<file path="config.mk">
export PLATFORM = sky130hd
export DESIGN_NAME = odd_dz_top
export DESIGN_NICKNAME = d
export VERILOG_FILES = /design/src/rtl/odd_dz_pkg.sv /design/src/rtl/odd_dz_next.sv /design/src/rtl/odd_dz_outdec.sv /design/src/rtl/odd_dz_top.sv
export SDC_FILE = /design/constraint.sdc
export NUM_CORES = 1
export LEC_CHECK = 0
export ABC_CLOCK_PERIOD_IN_PS = 1900
export BUFFER_PORTS_ARGS = -buffer_cell sky130_fd_sc_hd__buf_2
export CORE_AREA = 2 2 39 41
export CTS_BUF_LIST = sky130_fd_sc_hd__clkbuf_4
export CTS_CLUSTER_SIZE = 24
export DETAILED_ROUTE_END_ITERATION = 6
export DIE_AREA = 0 0 41 43
export MAX_ROUTING_LAYER = met4
export PLACE_DENSITY_LB_ADDON = 0.08
export SETUP_SLACK_MARGIN = 0.5
export SYNTH_ARGS = -nofsm -noshare
export SYNTH_HDL_FRONTEND = slang
export SYNTH_HIERARCHICAL = 1
export SYNTH_SLANG_ARGS = --single-unit
</file>
<file path="constraint.sdc">
create_clock -name clk -period 1.9 [get_ports clk]
set_input_delay 0.095 -clock clk [delete_from_list [all_inputs] [get_ports clk]]
set_output_delay 0.095 -clock clk [all_outputs]
set_load 0.01 [all_outputs]
</file>
<file path="src/rtl/odd_dz_pkg.sv">
package odd_dz_pkg;

    localparam int unsigned ST_W = 3;

    // Encoding: {pair_seen, odd_parity, last_zero}
    typedef enum logic [ST_W-1:0] {
        ST_EVEN_IDLE = 3'b000,
        ST_EVEN_ZERO = 3'b001,
        ST_ODD_IDLE  = 3'b010,
        ST_ODD_ZERO  = 3'b011,
        ST_EVEN_DONE = 3'b100,
        ST_ODD_DONE  = 3'b110
    } dz_state_e;

    typedef struct packed {
        dz_state_e st;
        logic      z;
    } dz_regs_t;

endpackage

</file>
<file path="src/rtl/odd_dz_next.sv">
module odd_dz_next
    import odd_dz_pkg::*;
(
    input  dz_state_e cur,
    input  logic      bit_in,
    output dz_state_e nxt
);
    always_comb begin
        unique case (cur)
            ST_EVEN_IDLE: nxt = bit_in ? ST_ODD_IDLE  : ST_EVEN_ZERO;
            ST_EVEN_ZERO: nxt = bit_in ? ST_ODD_IDLE  : ST_EVEN_DONE;
            ST_ODD_IDLE:  nxt = bit_in ? ST_EVEN_IDLE : ST_ODD_ZERO;
            ST_ODD_ZERO:  nxt = bit_in ? ST_EVEN_IDLE : ST_ODD_DONE;
            ST_EVEN_DONE: nxt = bit_in ? ST_ODD_DONE  : ST_EVEN_DONE;
            ST_ODD_DONE:  nxt = bit_in ? ST_EVEN_DONE : ST_ODD_DONE;
            default:      nxt = ST_EVEN_IDLE;
        endcase
    end
endmodule

</file>
<file path="src/rtl/odd_dz_outdec.sv">
module odd_dz_outdec
    import odd_dz_pkg::*;
(
    input  dz_state_e st,
    output logic      z_val
);
    always_comb begin
        unique case (st)
            ST_ODD_DONE: z_val = 1'b1;
            default:     z_val = 1'b0;
        endcase
    end
endmodule

</file>
<file path="src/rtl/odd_dz_top.sv">
module odd_dz_top
    import odd_dz_pkg::*;
(
    input  logic            clk,
    input  logic            rst,
    input  logic            smp_en,
    input  logic            din,
    output logic            z,
    output logic [ST_W-1:0] state_dbg
);
    dz_regs_t  regs_d, regs_q;
    dz_state_e step_st;
    dz_state_e sel_st;
    logic      z_dec;

    odd_dz_next u_next (
        .cur    (regs_q.st),
        .bit_in (din),
        .nxt    (step_st)
    );

    odd_dz_outdec u_dec (
        .st    (sel_st),
        .z_val (z_dec)
    );

    always_comb begin
        if (rst) begin
            sel_st = ST_EVEN_IDLE;
        end else if (smp_en) begin
            sel_st = step_st;
        end else begin
            sel_st = regs_q.st;
        end
        regs_d.st = sel_st;
        regs_d.z  = z_dec;
    end

    always_ff @(posedge clk) begin
        regs_q <= regs_d;
    end

    assign z         = regs_q.z;
    assign state_dbg = regs_q.st;
endmodule

</file>
# ---- Word level (Yosys, flattened, before mapping)
# Index checks and enable logic that the tools add are counted.
dict set report word_totals {
  regBits 4
  latchBits 0
  ram_bits 0
  mem_bits_ro 0
  input_bits 4
  out_inout_bits 4
  elab_cells 19
  n_memories 0
}
dict set report classes {
  addsub 0
  multipliers 0
  div_mod_pow 0
  magnitude_cmp 0
  n_eq_ne 6
  n_shift 0
  mux 10
  n_bitwise 0
  n_reduce_logical 1
}
# cell count
set op_table {}
lappend op_table {{$pmux W3 S6} 1}
lappend op_table {{$mux W3} 4}
lappend op_table {{$eq A3 B3 Y1 const B} 3}
lappend op_table {{$mux W2} 4}
lappend op_table {{$eq A3 B2 Y1 const B} 2}
lappend op_table {{$eq A3 B1 Y1 const B} 1}
lappend op_table {{$logic_not A3 Y1} 1}
lappend op_table {{$mux W1} 1}

# ---- Logic depth before layout (Yosys ltp)
# Gate-level depths: netlist (run 1).
dict set report logic_depth {
  depth_word 6
  depth_mapped 5
  depth_no_buf 5
}

# ---- Cells and area by module
# Netlist (run 1), hierarchy kept.
# mod n_inst cells_each area_per_inst_um2 seq_area_each_um2
set by_module_without_submodules {}
lappend by_module_without_submodules {odd_dz_top 1 10 121.4 80.1}
lappend by_module_without_submodules {odd_dz_next 1 5 37.5 0.0}
lappend by_module_without_submodules {odd_dz_outdec 1 1 8.8 0.0}

# ---- Worst setup path before layout (run 1)
# No wires, ideal clock.
dict set report synth_path {
  kind {reg2reg}
  from {register regs_q[1] (netlist: state_dbg[0])}
  to {register regs_q[0] (netlist: z)}
  setup_ns 0.116
  arrival_ns 1.062
  required_ns 1.784
  setup_slack_ns 0.722
  stages_incl_launch_ff 5
  n_path_buf 0
  period_less_slack_ns 1.178
  path_cell_list {dfxtp_1 -> mux2_4 -> mux2i_1 -> nor2_1 -> and3b_1}
}
dict set report synth_via {
  elab_chain_len 6
  elab_cells_between_ends 11
  cone_classes {6 x eq/ne; 4 x mux; 1 x reduce/logical}
}
# element line_no
set synth_lines {}
lappend synth_lines {{start, declared} odd_dz_top.sv:11} ;# dz_regs_t regs_d, regs_q;
lappend synth_lines {{start signal, assigned} odd_dz_top.sv:40} ;# regs_q <= regs_d;
lappend synth_lines {{$eq A3 B3 Y1, or another cell as far along} odd_dz_next.sv:9} ;# unique case (cur)
lappend synth_lines {{$pmux W3 S6 (*)} odd_dz_next.sv:9}
lappend synth_lines {{via step_st[2]} odd_dz_top.sv:12} ;# dz_state_e step_st;
lappend synth_lines {{$mux W3 (*)} odd_dz_top.sv:30} ;# end else if (smp_en) begin
lappend synth_lines {{$mux W3 (*)} odd_dz_top.sv:28} ;# if (rst) begin
lappend synth_lines {{via sel_st[2]} odd_dz_top.sv:13} ;# dz_state_e sel_st;
lappend synth_lines {{$eq A3 B3 Y1 (*)} odd_dz_outdec.sv:8} ;# unique case (st)
lappend synth_lines {{$mux W1 (*)} odd_dz_outdec.sv:8}
lappend synth_lines {{via z_dec} odd_dz_top.sv:14} ;# logic z_dec;
# The timed path passes the listed nets; every way through them passes the cells marked *.

# ---- Final worst setup path (run 1)
# Ends and elaborated chain as after synthesis.

==> results of run 1 <==
[registers in the layout (all words and copies together), names as in the netlist]
register and cells:
state_dbg 3, z 1
[cell families (layout without fill, tap and decap cells)]
family | count (synthesis) | after routing | synth area share
xor+xnor | 1 | 1 | 0.05225
compound gates | 1 | 1 | 0.02982
simple gates | 6 | 6 | 0.1716
buf+inv | 0 | 10 | 0
mux | 4 | 4 | 0.2686
flops | 4 | 4 | 0.4776
[metal layers]
metal	GRT usage	routed length (um)	vias to the layer above
li1	-	-	76
met1	0.05769	167	68
met2	0.05938	165	5
met3	0.03141	32	0
met4	0.06000	0	0
met5	-	0	-
[worst min-delay path by stage]
| stage | start | to | slack (ps) |
|---|---|---|---|
| after detailed placement | rst | state_dbg[1] | 310 |
| after global routing | rst | state_dbg[2] | 80 |
| after CTS | rst | state_dbg[1] | 60 |
| after global placement | rst | state_dbg[2] | 310 |
| after floorplan | rst | state_dbg[2] | 180 |
| final | rst | state_dbg[1] | 70 |
[per-stage QoR]
| step | setup slack (ps) | hold slack, ps | std cells |
|---|---|---|---|
| after floorplan | 722.0 | 175.2 | 16 |
| after global placement | 659.7 | 309.3 | 39 |
| after detailed placement | 681.7 | 309.3 | 39 |
| after CTS | 679.2 | 60.20 | 42 |
| after global routing | 595.5 | 81.27 | 42 |
| final | 679.5 | 66.36 | 42 |
[where the power goes]
| part | switching [W] | internal [W] | leakage [nW] |
|---|---|---|---|
| Combinational | 0.0000127 | 0.0000148 | 0.0756 |
| Clock | 0.0000296 | 0.0000703 | 0.0138 |
| Sequential | 0.00000467 | 0.0000887 | 0.0326 |
| Total | 0.0000470 | 0.000174 | 0.122 |
[area by class of cell]
cell class                 instances  area, um^2  share of cell area
clock buffer                       3       22.52             0.09184
multi-input combinational         12       87.58              0.3571
sequential                         4       80.08              0.3265
tap                               16       20.02             0.08163
timing repair buffer               7       35.03              0.1429
[cell usage after synthesis]
cell	instances
xnor2_1	1
dfxtp_1	4
mux2i_1	3
nor2_1	4
and3b_1	1
nor3_1	1
mux2_4	1
a21oi_1	1
==> out/qor.csv, run 1 <==
stage;metric;value;unit
outcome;status;complete, no violations;
timing;finalClockSkew;3.041;ps
layout;mostFrequentLayoutCells;buf_2 (7), nor2_1 (4), dfxtp_1 (4), mux2i_1 (3), clkbuf_4 (3);
critical_path;cp_data_required_time;2020;ps
timing;finalSetupViolCount;0;
floorplan;coreArea;0.001384;mm^2
timing;period_share;0.6424;
yosys;yosysWarnings;6;
clock_network;cts.clk_slew.worst_paths;40;ps
grt;grt_pass1_wl;572;um
pwr;ir_drop;226.0;uV
critical_path;critical_path_class;flip-flop to flip-flop;
pwr;power_leakage;0.1221;nW
timing;period_needed;1221;ps
clock_network;cts_max_path_buffers;2;
critical_path;cp_max_fo;5;
pwr;p_per_area;900.0;mW/mm^2
timing;fmax;819.3;MHz
layout;fillCellCount;158;
drt;drc_errors;0;
job;max_cap_viol_count;0;
placed_design;port_buffers;7;
critical_path;cp-startpoint;state_dbg[0];
grt;grt_start_max_net_pins;7;
critical_path;crit_family;multiplexers;
yosys;synth_top_area_cell;dfxtp_1;
timing;finalHoldViolCount;0;
timing;rsz0062_at_grt;false;
placed_design;place.gp.congestion;0.5922;
yosys;yosysTopAreaCellShare;0.4776;
timing;worstMarginPinSlew;198.8;ps
critical_path;slowest_stage;dfxtp_1;
critical_path;crit_cells;4;
drt;drt-pass1-iter-count;2;
pwr;power.total;0.0002207;W
yosys;yosys-top-cells-area;dfxtp_1 (48%), mux2i_1 (18%), mux2_4 (9.0%);
floorplan;die_y;43;um
critical_path;path_cells;mux2_4, mux2i_1, nor2_1, and3b_1;
clock_network;cts.sinks;4;
layout;insertedDiodeCount;0;
min_path;hp-class;primary input to flip-flop;
clock_network;cts_buffers;3;
critical_path;critPathMaxStageDelay;410;ps
floorplan;die_area;0.001763;mm^2
drt;avgViaCountPerCell;3.548;
grt;grt.overflow.total;0;
grt;grt_use_total;0.05344;
drt;drt-initial-drc-count;1;
yosys;synthCells;16;
critical_path;arrival;1340;ps
clock_network;cts_htree_levels;1;
drt;ant_nets;0;
critical_path;crit_path_end_kind;flip-flop;
critical_path;startpoint_type;flip-flop;
critical_path;worstRegToRegCells;4;
yosys;synth_cell_types;8;
yosys;postSynthRegisterBits;4;
floorplan;die_w;41;um
layout;drive_above_1_share;0.4231;
critical_path;rrSetupSlack;680;ps
grt;antenna_found_initial;0;
floorplan;rows;14;
floorplan;initial_core_util;0.1212;
floorplan;io_pins;8;
drt;routed_wl;365;um
clock_network;cts_tree;done;
yosys;syn-num-nets;20;
clock_network;cts_root_buf;clkbuf_4;
critical_path;cp_num_buf_inv;0;
layout;syn_to_final_growth;46.27;%
clock_network;clk_latency;230;ps
drt;vias;149;
critical_path;crit_end;z;
yosys;synth-seq-area-share;0.4776;
placed_design;postPlaceCellArea;222.7;um^2
timing;slew_viol_final;0;
grt;grt_pass1_vias;150;
layout;finish.instance_area;245.2;um^2
clock_network;cts_resized;0;
timing;tns;0;ps
yosys;synth_area;167.7;um^2
layout;num-nets-final;32;
critical_path;reg2reg_from;state_dbg[0];
clock_network;hold_buffers;0;
min_path;hold_path_depth;2;
layout;fin_util;0.1772;
clock_network;cts_setup_buffers;0;
yosys;avgSynthCellArea;10.48;um^2
drt;avgRoutedWirePerCell;8.690;um
layout;final_common_cell;buf_2;
critical_path;rr_endpoint;z;
timing;relSlewSlack;0.8673;
Note: power is estimated with default switching activity, not from simulation.
==> run 2: changes to the inputs <==
--- a/config.mk
+++ b/config.mk
@@ -5,7 +5,7 @@
 export SDC_FILE = /design/constraint.sdc
 export NUM_CORES = 1
 export LEC_CHECK = 0
-export ABC_CLOCK_PERIOD_IN_PS = 1900
+export ABC_CLOCK_PERIOD_IN_PS = 1300
 export BUFFER_PORTS_ARGS = -buffer_cell sky130_fd_sc_hd__buf_2
 export CORE_AREA = 2 2 39 41
 export CTS_BUF_LIST = sky130_fd_sc_hd__clkbuf_4
==> constraint.sdc (replaced) <==
create_clock -name clk -period 1.3 [get_ports clk]
set_input_delay 0.065 -clock clk [delete_from_list [all_inputs] [get_ports clk]]
set_output_delay 0.065 -clock clk [all_outputs]
set_load 0.01 [all_outputs]
==> out/qor.csv, run 2 (synthesized netlist as in run 1, its figures left out) <==
stage;metric;value;unit
grt;grt.overflow.total;0;
clock_network;cts.sinks;4;
grt;gr-usage-met2;0.06875;
drt;vias;160;
placed_design;place.gp.congestion;0.5421;
critical_path;path_cells;nor2_2, mux2_4, mux2i_1, nor2_1, and3b_1;
grt;grt_use_total;0.05979;
drt;avgRoutedWirePerCell;8.021;um
critical_path;critPathMaxStageDelay;360;ps
layout;largest_reg_flops;3;
drt;avgViaCountPerCell;3.404;
timing;fmax;885.1;MHz
outcome;status;complete, no violations;
placed_design;postPlaceCellArea;231.5;um^2
critical_path;slowest_stage;dfxtp_4;
clock_network;cts_htree_levels;1;
critical_path;rrSetupSlack;170;ps
pwr;p_per_area;1202;mW/mm^2
critical_path;startpoint_type;flip-flop;
grt;grt_pass1_wl;614;um
min_path;min_to;state_dbg[0];
floorplan;die_y;43;um
timing;period_share;0.8691;
drt;ant_nets;0;
grt;antenna_found_initial;0;
critical_path;cp_data_required_time;1420;ps
floorplan;io_pins;8;
timing;finalSetupViolCount;0;
clock_network;cts_root_buf;clkbuf_4;
layout;fin_util;0.2278;
drt;drc_errors;0;
timing;whs;11.79;ps
timing;relSlewSlack;0.8869;
critical_path;rr_endpoint;z;
drt;routed_wl;377;um
placed_design;post-place-ws;161.2;ps
layout;final_common_cell;buf_2;
timing;finalClockSkew;5.764;ps
critical_path;reg2reg_from;state_dbg[2];
clock_network;cts_buffers;3;
min_path;worstHoldStart;rst;
layout;insertedDiodeCount;0;
timing;rsz0062_at_grt;true;
critical_path;cp_num_buf_inv;0;
layout;mostFrequentLayoutCells;buf_2 (5), clkbuf_4 (4), buf_4 (4), mux2i_1 (3), nor2_1 (3);
grt;grt_pass1_vias;163;
floorplan;initial_core_util;0.1212;
grt;top_usage_layer;met4;
critical_path;critical_path_class;flip-flop to flip-flop;
clock_network;cts.clk_slew.worst_paths;40;ps
layout;finish.instance_area;315.3;um^2
floorplan;die_w;41;um
layout;drive_above_1_share;0.7097;
clock_network;cts_tree;done;
placed_design;port_buffers;7;
drt;drt-pass1-iter-count;1;
timing;slew_viol_final;0;
critical_path;crit_family;multiplexers;
floorplan;rows;14;
grt;grt_start_max_net_pins;6;
layout;num-nets-final;36;
pwr;ir_drop;312.1;uV
layout;syn_to_final_growth;88.06;%
floorplan;die_area;0.001763;mm^2
critical_path;arrival;1250;ps
pwr;power_leakage;0.1519;nW
clock_network;clk_latency;240;ps
floorplan;coreArea;0.001384;mm^2
job;max_cap_viol_count;0;
grt;use_met3;0.03141;
layout;fillCellCount;161;
timing;worstMarginPinSlew;168.4;ps
clock_network;cts_max_path_buffers;2;
critical_path;worstRegToRegCells;5;
timing;tns;0;ps
min_path;hp-class;primary input to flip-flop;
timing;setup_slack;170.2;ps
min_path;hold_path_depth;2;
timing;finalHoldViolCount;0;
critical_path;crit_path_end_kind;flip-flop;
clock_network;hold_buffers;0;
drt;drt-initial-drc-count;0;
grt;gr-usage-met1;0.05825;
critical_path;cp_max_fo;5;
timing;period_needed;1130;ps
[run 2: how the worst max path moves through the flow]
stage / depth (start not counted) / slack, ps / endpoint / startpoint
6_report: 5 / 170 / z / state_dbg[2]
3_5_place_dp: 4 / 160 / z / state_dbg[0]
4_1_cts: 5 / 160 / z / state_dbg[2]
3_3_place_gp: 4 / 140 / z / state_dbg[0]
5_1_grt: 5 / 90 / z / state_dbg[2]
2_1_floorplan: 4 / 210 / z / state_dbg[0]
[run 2: cell type report]
type                       count  area, um^2  area share
clock buffer                   4       30.03     0.09524
multi-input combinational     12       98.84      0.3135
sequential                     4       88.84      0.2817
tap                           16       20.02     0.06349
timing repair buffer          11       77.57      0.2460
[run 2: per-stage QoR]
stage	instances	total power [W]
global route	47	0.0004101
floorplan	16	0.0001598
global placement	39	0.0001780
CTS	45	0.0003855
detailed placement	39	0.0001767
finish	47	0.0003791
[run 2: per-layer routing]
layer	vias up	share of wire	wire, um
met4	0	0	0
li1	84	-	-
met2	4	0.51	193
met3	0	0.074	28
met1	72	0.41	154
met5	-	0	0
[run 2: power breakdown]
part           switching [W]  internal, W
registers         0.00000485     0.000128
logic              0.0000233    0.0000326
clock network      0.0000542     0.000136
total              0.0000824     0.000297
[run 2: what timing repair did]
item / in CTS / in global routing
endpoints found under the setup margin: 5 / 6
gates cloned: 0 / 0
pin swaps: 1 / 2
setup buffers: 2 / 2
gates resized for setup: 1 / 4
==> run 3: changes to the inputs <==
--- a/config.mk
+++ b/config.mk
@@ -12,6 +12,7 @@
 export CTS_CLUSTER_SIZE = 24
 export DETAILED_ROUTE_END_ITERATION = 6
 export DIE_AREA = 0 0 41 43
+export GPL_TIMING_DRIVEN = 0
 export MAX_ROUTING_LAYER = met4
 export PLACE_DENSITY_LB_ADDON = 0.08
 export SETUP_SLACK_MARGIN = 0.5
==> constraint.sdc (replaced) <==
create_clock -name clk -period 1.3 [get_ports clk]
set_input_delay 0.13 -clock clk [delete_from_list [all_inputs] [get_ports clk]]
set_output_delay 0.13 -clock clk [all_outputs]
set_load 0.01 [all_outputs]
==> out/qor.csv, run 3 (synthesized netlist as in run 1, its figures left out) <==
stage;metric;value;unit
outcome;status;complete, no violations;
timing;whs;81.96;ps
pwr;power.total;0.0003837;W
pwr;switching_power;0.00008496;W
timing;worstMarginPinSlew;144.1;ps
timing;fmax;869.6;MHz
floorplan;rows;14;
timing;tns;0;ps
floorplan;die_area;0.001763;mm^2
job;max_cap_viol_count;0;
min_path;hp-class;primary input to flip-flop;
timing;period_needed;1150;ps
drt;drt-pass1-iter-count;1;
placed_design;post-place-ws;145.5;ps
layout;insertedDiodeCount;0;
drt;avgViaCountPerCell;3.553;
floorplan;io_pins;8;
clock_network;cts_buffers;3;
layout;syn_to_final_growth;88.81;%
clock_network;cts.clk_slew.worst_paths;50;ps
timing;slew_viol_final;0;
pwr;clockPowerShare;0.506;
critical_path;cp_max_fo;5;
grt;antenna_found_initial;0;
grt;grt_start_max_net_pins;6;
pwr;ir_drop;373.4;uV
drt;ant_nets;0;
timing;finalSetupViolCount;0;
pwr;p_int;0.0002987;W
pwr;switching_share;0.2214;
clock_network;clk_latency;240;ps
layout;final-seq-area;88.84;um^2
floorplan;coreArea;0.001384;mm^2
critical_path;slowest_stage;dfxtp_4;
floorplan;die_w;41;um
layout;num-nets-final;36;
critical_path;cp_num_buf_inv;0;
pwr;p_per_area;1212;mW/mm^2
grt;grt_pass1_wl;683;um
pwr;p_comb_frac;0.146;
layout;mostFrequentLayoutCells;clkbuf_4 (4), buf_2 (4), buf_6 (4);
critical_path;crit_path_end_kind;flip-flop;
critical_path;path_cells;nor2_2, mux2_4, mux2i_1, nor2_1, and3b_1;
grt;grt_pass1_vias;173;
clock_network;cts_htree_levels;1;
clock_network;cts_tree;done;
grt;grt.overflow.total;0;
timing;rsz0062_at_grt;true;
layout;multi_input_comb_area;90.09;um^2
drt;avgRoutedWirePerCell;8.574;um
layout;drive_above_1_share;0.6452;
timing;finalClockSkew;12.83;ps
timing;relSlewSlack;0.9012;
critical_path;critPathMaxStageDelay;360;ps
timing;finalHoldViolCount;0;
layout;final_cell_count_no_fill;47;
critical_path;arrival;1270;ps
critical_path;rrSetupSlack;150;ps
pwr;power_leakage;0.1537;nW
timing;period_share;0.8846;
critical_path;crit_family;multiplexers;
critical_path;cp_data_required_time;1420;ps
clock_network;cts_max_path_buffers;2;
placed_design;dp_cells;39;
placed_design;place.gp.congestion;0.5751;
floorplan;die_y;43;um
clock_network;cts.sinks;4;
grt;grt_use_total;0.06708;
placed_design;port_buffers;7;
drt;routed_wl;403;um
clock_network;hold_buffers;0;
layout;fillCellCount;159;
pwr;seqPwrFrac;0.348;
drt;drt-initial-drc-count;0;
critical_path;startpoint_type;flip-flop;
drt;drc_errors;0;
clock_network;cts_root_buf;clkbuf_4;
timing;setup_slack;150.0;ps
drt;vias;167;
layout;largest_reg_flops;3;
critical_path;critical_path_class;flip-flop to flip-flop;
floorplan;initial_core_util;0.1212;
-- run 3: metal layers --
metal  GRT usage  wire length, um
met2     0.09375              231
met3     0.04712               33
met5           -                0
met4     0.06000                0
met1     0.05519              138
-- run 3: power by group through the flow --
stage	clock (W)	sequential, W	combinational, W
final	0.000194	0.000134	0.0000560
after global routing	0.000225	0.000134	0.0000608
after CTS	0.000199	0.000133	0.0000562
after detailed placement	0	0.000136	0.0000405
after global placement	0	0.000137	0.0000409
after floorplan	0	0.000139	0.0000210
-- run 3: timing repair --
item,4_1_cts,5_1_grt
pin swaps,1,0
setup buffers,4,0
setup endpoints to repair,6,8
gates resized for setup,4,1
gates cloned,0,0
-- run 3: cell type report --
type	instances	share of cell area
clock buffers	4	0.09486
multi-input cells	12	0.2846
flip-flops and latches	4	0.2806
well taps	16	0.06324
repair buffers	11	0.2767
-- run 3: stage by stage --
stage               instance area, um^2    util
floorplan                         176.4       -
global placement                  231.5  0.1673
detailed placement                231.5  0.1673
CTS                               314.1  0.2269
global route                      316.6  0.2288
finish                            316.6  0.2288
-- run 3: path summary, 6_finish.rpt --
check,from,endpoint,depth (start not counted)
worst max-delay path,state_dbg[2],z,5
worst min-delay path,rst,state_dbg[0],2
worst max register to register,state_dbg[2],z,5
worst min register to register,state_dbg[1],state_dbg[1],2
